$ cat config.mk
export PLATFORM = sky130hd
export DESIGN_NAME = supply_guard
export DESIGN_NICKNAME = d
export VERILOG_FILES = /design/src/rtl/supply_guard.sv
export SDC_FILE = /design/constraint.sdc
export NUM_CORES = 1
export LEC_CHECK = 0
export BUFFER_PORTS_ARGS = -buffer_cell sky130_fd_sc_hd__buf_2
export CORE_UTILIZATION = 60
export DETAILED_ROUTE_END_ITERATION = 16
export GPL_ROUTABILITY_DRIVEN = 0
export PLACE_DENSITY = 0.78
export SETUP_SLACK_MARGIN = 0.05
export SLEW_MARGIN = 20
export SYNTH_ARGS = -nofsm -noshare
export SYNTH_HDL_FRONTEND = slang
export SYNTH_SLANG_ARGS = --single-unit
$ cat constraint.sdc
create_clock -name clk -period 4.65 [get_ports clk]
set_clock_uncertainty 0.1 [all_clocks]
set_input_delay 0 -clock clk [delete_from_list [all_inputs] [get_ports clk]]
set_output_delay 0 -clock clk [all_outputs]
set_load 0.02 [all_outputs]
$ cat src/rtl/supply_guard.sv
module supply_guard #(
  parameter int NCH     = 24,
  parameter int NNARROW = 16,
  parameter int NW      = 10,
  parameter int TW      = 12,
  parameter int TMRW    = 16,
  parameter int LCW     = 4,
  localparam int CHW    = $clog2(NCH)
) (
  input  logic            clk,
  input  logic            rst_n,
  input  logic            smp_valid,
  input  logic [CHW-1:0]  smp_chan,
  input  logic [TW-1:0]   smp_data,
  input  logic            thr_we,
  input  logic [CHW-1:0]  thr_chan,
  input  logic [TW-1:0]   thr_value,
  input  logic [TMRW-1:0] off_cycles,
  input  logic [TMRW-1:0] settle_cycles,
  input  logic            cycle_req,
  input  logic            warn_clr,
  output logic            supply_en,
  output logic            warn,
  output logic            damage,
  output logic            latchup_pulse,
  output logic [LCW-1:0]  latchup_count,
  output logic [CHW-1:0]  trip_chan
);

  typedef enum logic [2:0] {ST_RUN, ST_OFF, ST_SETTLE, ST_CHECK, ST_DEAD} st_t;

  st_t            st;
  logic [TMRW-1:0] tmr;
  logic            pending;
  logic [TW-1:0]   thr_q [NCH];

  wire smp_in   = 32'(smp_chan) < NCH;
  wire narrow   = 32'(smp_chan) < NNARROW;
  wire [TW-1:0] smp_al  = narrow ? {smp_data[NW-1:0], {(TW-NW){1'b0}}} : smp_data;
  wire [TW-1:0] thr_sel = smp_in ? thr_q[smp_chan] : {TW{1'b1}};
  wire over     = smp_valid && smp_in && (smp_al > thr_sel);
  wire own_chan = smp_valid && smp_in && (smp_chan == trip_chan);
  wire [LCW-1:0] cnt_max = {LCW{1'b1}};

  always_ff @(posedge clk) begin
    if (!rst_n) begin
      for (int i = 0; i < NCH; i++) thr_q[i] <= {TW{1'b1}};
    end else if (thr_we && 32'(thr_chan) < NCH) begin
      thr_q[thr_chan] <= thr_value;
    end
  end

  always_ff @(posedge clk) begin
    if (!rst_n) begin
      st            <= ST_RUN;
      tmr           <= '0;
      pending       <= 1'b0;
      supply_en     <= 1'b1;
      warn          <= 1'b0;
      damage        <= 1'b0;
      latchup_pulse <= 1'b0;
      latchup_count <= '0;
      trip_chan     <= '0;
    end else begin
      latchup_pulse <= 1'b0;
      if (warn_clr) warn <= 1'b0;
      case (st)
        ST_RUN: begin
          if (over) begin
            st        <= ST_OFF;
            supply_en <= 1'b0;
            warn      <= 1'b1;
            trip_chan <= smp_chan;
            pending   <= 1'b1;
            tmr       <= off_cycles;
          end else if (cycle_req) begin
            st        <= ST_OFF;
            supply_en <= 1'b0;
            pending   <= 1'b0;
            tmr       <= off_cycles;
          end
        end
        ST_OFF: begin
          if (tmr <= 1) begin
            st        <= ST_SETTLE;
            supply_en <= 1'b1;
            tmr       <= settle_cycles;
          end else begin
            tmr <= tmr - 1'b1;
          end
        end
        ST_SETTLE: begin
          if (tmr <= 1) st <= pending ? ST_CHECK : ST_RUN;
          else          tmr <= tmr - 1'b1;
        end
        ST_CHECK: begin
          if (own_chan) begin
            if (over) begin
              st        <= ST_DEAD;
              supply_en <= 1'b0;
              damage    <= 1'b1;
              warn      <= 1'b1;
            end else begin
              st            <= ST_RUN;
              pending       <= 1'b0;
              latchup_pulse <= 1'b1;
              if (latchup_count != cnt_max) latchup_count <= latchup_count + 1'b1;
            end
          end else if (over) begin
            st        <= ST_OFF;
            supply_en <= 1'b0;
            warn      <= 1'b1;
            trip_chan <= smp_chan;
            tmr       <= off_cycles;
          end
        end
        default: begin
          supply_en <= 1'b0;
        end
      endcase
    end
  end

endmodule

==> results of run 1 <==
[area by class of cell]
class / instances / area share [%]
clock inverter: 18 / 0.943
sequential: 321 / 52.0
clock buffer: 40 / 4.93
tap: 335 / 2.34
antenna: 1 / 0.0140
inverter: 6 / 0.126
timing repair buffer: 139 / 5.45
multi-input combinational: 725 / 34.2
[stage by stage]
step / instances / cell area [sq um] / hold slack (ns) / power [mW] / worst slack, ns
2_1_floorplan: 1146 / 15800 / 0.0810 / 4.63 / 1.10
3_3_place_gp: 1486 / 16500 / 0.240 / 4.99 / 0.783
3_5_place_dp: 1486 / 16500 / 0.217 / 5.02 / 0.707
4_1_cts: 1584 / 17900 / 0.00101 / 7.72 / 0.434
5_1_grt: 1585 / 17900 / 0.0287 / 8.02 / 0.156
6_report: 1585 / 17900 / 0.0115 / 7.76 / 0.380
[cell families (layout without fill, tap and decap cells)]
kind of cell    after synthesis  in the layout  share of synthesized area, %
buf+inv                     100            203                          2.55
fa+ha+maj                    15             15                          1.19
other cells                   0              1                             0
simple gates                475            475                          17.8
xor+xnor                      9              9                         0.498
compound gates              111            111                          5.12
flops                       321            321                          58.8
mux                         115            115                          14.0
[worst register-to-register path, cell delays in order (launching register included)]
cell and delay, ns:
edfxtp_1 0.36, mux4_2 0.52, mux4_2 0.53, o21ai_1 0.21
ha_1 0.29, nand4_1 0.19, o31a_1 0.22, nor2_1 0.08
a31o_2 0.31, nor2_1 0.41, a311oi_1 0.16, dlygate4sd3_1 0.59
[power by group through the flow]
| stage | Clock [mW] | Combinational [mW] | Sequential (mW) |
|---|---|---|---|
| detailed placement | 0 | 1.43 | 3.59 |
| global placement | 0 | 1.41 | 3.58 |
| finish | 2.61 | 1.61 | 3.54 |
| CTS | 2.62 | 1.56 | 3.53 |
| global route | 2.74 | 1.72 | 3.56 |
| floorplan | 0 | 1.10 | 3.53 |
[worst min path at each step]
stage                           start      endpoint
finish                   thr_value[0]  thr_q[21][0]
global route              smp_chan[2]  trip_chan[2]
CTS                      thr_value[1]  thr_q[21][1]
detailed placement           warn_clr          warn
global placement    settle_cycles[10]       tmr[10]
floorplan               thr_value[11]  thr_q[0][11]
[routing by layer]
metal  part of all wire, %  vias to the layer above
met5                     0                        -
met4                   2.4                        0
met3                   8.7                       74
met2                    49                      510
met1                    40                     5135
li1                      -                     4429
[registers in the layout (all words and copies together), names as in the netlist]
register	count
thr_q	288
tmr	16
trip_chan	5
latchup_count	4
st	3
damage	1
latchup_pulse	1
pending	1
supply_en	1
warn	1
[cell usage in the layout (no fill, tap or decap), types with 8 or more instances in the layout]
cell	netlist	final
dlygate4sd3_1	0	40
or2_2	168	168
buf_4	0	14
o311ai_1	9	9
nand3b_1	11	11
mux2i_1	21	21
nand2_1	58	58
nor4_1	11	9
edfxtp_1	288	288
o31ai_1	14	14
nand2b_1	132	132
clkinv_1	0	8
ha_1	15	15
dfxtp_1	33	33
mux4_2	84	84
mux2_2	10	10
and2_1	13	13
buf_2	17	82
nor2_1	32	32
a21oi_1	20	20
clkbuf_16	0	34
o21ai_1	12	12
==> metrics, run 1 <==
area of the multi-input gates 6130 sq um; max incr delay on CP roughly 0.6 ns; Worst path depth 14; cell count after synthesis between 1,000 and 1,500; Synthesis Warnings 0; Rows between 50 and 60; crit share post-route 91.8%; Max Fclk between 200 and 250 MHz; number of cells on the worst reg-to-reg path 11; initial antenna violation count 1; total number of H-tree levels 2; CP Cell Sequence dlygate4sd3_1, buf_4, buf_4, mux4_2, mux4_2, o21ai_1, ha_1, nand4_1, o31a_1, nor2_1, a31o_2, nor2_1, a311oi_1, dlygate4sd3_1; initial core utilization 60.9%; Vias between 10,000 and 15,000; M2 GR Usage 48.7%; setup_tns 0 ns; sw frac approximately 28%; Die Ht ~160 um; clock buffer depth 3; global-route wire length before repair 58.0 mm; most numerous cell in the Yosys netlist edfxtp_1; GRT overflow 0; delay-heaviest family, CP buffers and inverters; worst flop-to-flop path endpoint tmr[9]; Core Footprint ~26,000 sq um; Seq pwr share 45.6%; residual DRC count 0; flop2flop setup slack ~0.53 ns; die area ~27,000 sq um; Detailed Routing Iterations Pass 1 5; Critical Path Start Type primary input; vias in the first global route 9,767; Required @ worst endpoint approximately 5 ns; kind of critical path in2reg; met3 usage roughly 5.7%; worst skew pair latency between 0.5 and 0.6 ns; crit path to tmr[9]; # setup viols final 0; mapped cell area approximately 16,000 sq um; Synth-to-Final Area Change 13.2%; number of port buffers 84; worst vdd ir between 0.0004 and 0.0005 V; setup repair bufs after CTS 0; Clk network pwr share about a third; Clock Pin Slew Worst Setup and Hold Paths approximately 0.060 ns; FF+latch count, synth between 300 and 400; slowest stage cell, crit path dlygate4sd3_1; Crit. End Element flip-flop; HPWL Detailed between 20 and 30 mm; switching power 2.19 mW; ys async rst share 0%; # fillers between 1,500 and 2,000; syn nets roughly 1,200; outcome complete, no violations; post-synthesis sequential area ratio between 50% and 60%; cts repair resizes 0; Worst Hold Class in2reg; Max Cap Viol 0; Final Critical Period ~4.3 ns; Worst-Margin Slew ~0.9 ns; cts hold-fix bufs 40; number of flops mapped to enable cells by yosys ~290; Top Ports between 80 and 90; fin nets 1,314; CP bufs+invs 4; Rel. slew slack 40.4%; Distinct cells, synth 66; final WL 38.8 mm; cts bufs inserted 34; grt peak-use layer met2; Root Buffer clkbuf_16; Total Routing Usage GR 29.4%; CP startpoint smp_chan[1]; CTS sink count roughly 320; CP max FO 24; Via density around 6.4; largest net degree at the start of global routing 58; Slew Viols, Final 0; CTS tree done; top cell type's share of synthesized area between 50% and 60%; Leak between 6 and 7 nW; Hold Path Depth 2; Syn Area/Cell between 10 and 15 sq um; Die Width between 150 and 200 um; RSZ-0062 raised after global routing no; power per cell area ~430 nW/um^2; crit path DAT ~4.5 ns; layout cells sized above 1 around 34%; final core utilization between 60% and 70%; Register Area roughly 9300 sq um; final hold violation count 0; largest area contributor in the netlist edfxtp_1; Post-DRT Antenna Nets 0; Iteration-0 DRC Markers between 1,000 and 1,500; Synth Flop Type edfxtp_1; DR WL/cell between 20 and 25 um; synth cell count leaders edfxtp_1, or2_2, nand2b_1; GR Layer Usage met1 40.0%; Gate power share 20.7%; cell internal pwr around 5.6 mW; r2r startpoint thr_q[23][10]; largest cells by area after synthesis edfxtp_1, mux4_2, or2_2, nand2b_1, dfxtp_1
(Power assumes the default switching activity.)
==> inputs of run 2 (changes only) <==
--- a/config.mk
+++ b/config.mk
@@ -6,10 +6,10 @@
 export NUM_CORES = 1
 export LEC_CHECK = 0
 export BUFFER_PORTS_ARGS = -buffer_cell sky130_fd_sc_hd__buf_2
-export CORE_UTILIZATION = 60
+export CORE_UTILIZATION = 55
 export DETAILED_ROUTE_END_ITERATION = 16
 export GPL_ROUTABILITY_DRIVEN = 0
-export PLACE_DENSITY = 0.78
+export PLACE_DENSITY = 0.73
 export SETUP_SLACK_MARGIN = 0.05
 export SLEW_MARGIN = 20
 export SYNTH_ARGS = -nofsm -noshare
==> constraint.sdc (replaced) <==
create_clock -name clk -period 4.8 [get_ports clk]
set_clock_uncertainty 0.1 [all_clocks]
set_input_delay 0 -clock clk [delete_from_list [all_inputs] [get_ports clk]]
set_output_delay 0 -clock clk [all_outputs]
set_load 0.02 [all_outputs]
==> metrics, run 2 (synthesized netlist as in run 1, its figures left out) <==
clock buffer depth 3 (unchanged); crit path to tmr[6]; Core Footprint 28,000 sq um (+7.8%); Top Ports 85 (unchanged); Most flops, register thr_q; Clock Pin Slew Worst Setup and Hold Paths 0.06 ns (about the same); power per cell area 411 nW/um^2 (-5.3%); cts bufs inserted 34 (unchanged); Worst Hold Class in2reg; Vias 9,897 (-2.5%); Largest register FFs 288 (unchanged); Iteration-0 DRC Markers 1,143 (-3.2%); outcome finished with violations; HPWL Detailed 24.7 mm (-1.8%); Hold Slack -0.00523 ns (-0.0167 ns); Post-DRT Antenna Nets 0 (unchanged); crit share post-route between 90% and 100%; layout cells sized above 1 33.8% (-0.19 points); failing checks hold timing; CP startpoint smp_chan[1]; number of port buffers 84 (unchanged); CTS sink count 321 (unchanged); fin nets 1,318 (+0.30%); CTS tree done; flop2flop setup slack 0.47 ns (-0.06 ns); Top Registers thr_q (288), tmr (16), trip_chan (5); Critical Path Start Type primary input; Crit. End Element flip-flop; worst vdd ir 0.000240 V (-41%); Synth-to-Final Area Change 13.4%; Die Width 172 um (+4.4%); Detailed Routing Iterations Pass 1 7 (+2); diode count 0 (-1); Total Routing Usage GR 27.7% (-1.7 points); Rel. slew slack 42.0% (+1.7 points); Leak 6.02 nW (about the same); largest net degree at the start of global routing 58 (unchanged); initial antenna violation count 2 (+1); total number of H-tree levels 2 (unchanged); Rows 61 (+3.4%); worst skew pair latency 0.52 ns (about the same); Via density 6.07 (-5.2%); residual DRC count 0 (unchanged); die area 29,500 sq um (+9.0%); most frequent cells in the layout edfxtp_1, or2_2, nand2b_1, mux4_2, buf_2; DR WL/cell 23.9 um (-2.3%); # setup viols final 0 (unchanged); Root Buffer clkbuf_16; RSZ-0062 raised after global routing no; crit path DAT 4.79 ns (+0.25 ns); setup_tns 0 ns (unchanged); CP max FO 33 (+38%); worst flop-to-flop path endpoint tmr[6]; Tot Pwr 7.37 mW (-5.1%); setup repair bufs after CTS 0 (unchanged); Die Ht 172 um (+4.4%); final WL 39.0 mm (+0.57%); number of cells on the worst reg-to-reg path 11 (unchanged); Required @ worst endpoint 5.08 ns (+0.16 ns); # fillers 2,035 (+19%); initial core utilization 56.5% (-4.4 points); r2r startpoint thr_q[22][10]; Max Cap Viol 0 (unchanged); kind of critical path in2reg; most common cell after layout, fill and taps aside edfxtp_1; Final Critical Period roughly 4.5 ns; GRT overflow 0 (unchanged); final hold violation count 1 (+1); Worst-Margin Slew 0.870 ns (-0.0231 ns); Slew Viols, Final 0 (unchanged); global-route wire length before repair 59.3 mm (+2.2%); Max Fclk 222 MHz; vias in the first global route 9,839 (+0.74%)
==> run 2: cell types whose count changed in the layout (fill, tap and decap cells not counted) <==
cell	delta
bufinv_16	-3
clkbuf_16	+1
inv_6	+1
nand2_1	-1
clkinv_8	-1
dlygate4sd3_1	+4
clkbuf_1	+6
clkinvlp_4	-1
nand2_2	+1
clkinv_1	-4
clkbuf_8	+1
diode_2	-1
==> run 2: worst max-delay path: stages <==
cell           delay [ns]
dlygate4sd3_1        0.54
buf_4                0.39
buf_12               0.28
mux4_2               0.35
mux4_2               0.48
o21ai_1              0.20
ha_1                 0.29
nand4_1              0.20
o31a_1               0.24
nor2_1               0.08
a31oi_2              0.46
nand2_2              0.29
o311a_1              0.41
dlygate4sd3_1        0.55
==> run 2: per-stage QoR <==
| stage | hold WS [ns] | instances | utilization [%] | cell area, sq um | setup slack (ns) |
|---|---|---|---|---|---|
| final | -0.00523 | 1631 | 64.1 | 17900 | 0.296 |
| after global routing | 0.0187 | 1631 | 64.1 | 17900 | 0.0961 |
| after floorplan | 0.0810 | 1146 | - | 15800 | 1.25 |
| after CTS | 0.00298 | 1631 | 64.0 | 17900 | 0.257 |
| after detailed placement | 0.229 | 1529 | 58.9 | 16500 | 0.700 |
| after global placement | 0.220 | 1529 | 58.9 | 16500 | 0.800 |
==> run 2: worst min-delay path by stage <==
stage | to | cells past startpoint | slack (ns) | start
floorplan | thr_q[0][11] | 1 | 0.08 | thr_value[11]
global placement | warn | 4 | 0.22 | warn_clr
detailed placement | warn | 4 | 0.23 | warn_clr
CTS | thr_q[14][11] | 2 | 0.003 | thr_value[11]
global route | thr_q[3][11] | 2 | 0.02 | thr_value[11]
finish | trip_chan[0] | 4 | -0.005 | smp_chan[0]
==> run 2: power by group <==
part           switching, mW  internal, mW
sequential             0.171          3.25
combinational          0.877         0.668
clock                   1.03          1.37
total                   2.08          5.29
==> run 2: per-layer routing <==
layer  GRT usage [%]  wire [um]  part of all wire (%)
met1            38.4      16100                    41
met2            45.5      18800                    48
met3            4.30       3260                   8.3
met4            7.73        840                   2.2
met5               0         23                 0.059
==> run 2: area by class of cell <==
cell class                      count  area, sq um  share of cell area (%)
Clock buffer                       48          945                    5.26
Clock inverter                     10         48.8                   0.272
Inverter                            6         22.5                   0.125
Multi-Input combinational cell    725         6130                    34.2
Sequential cell                   321         9310                    51.9
Tap cell                          378          473                    2.64
Timing Repair Buffer              143         1020                    5.66
==> run 2: what timing repair did <==
action / 4_1_cts / 5_1_grt
hold buffers: 44 / 0
resized for setup: 0 / 1
setup endpoints to repair: 0 / 1
hold endpoints to repair: 85 / 0
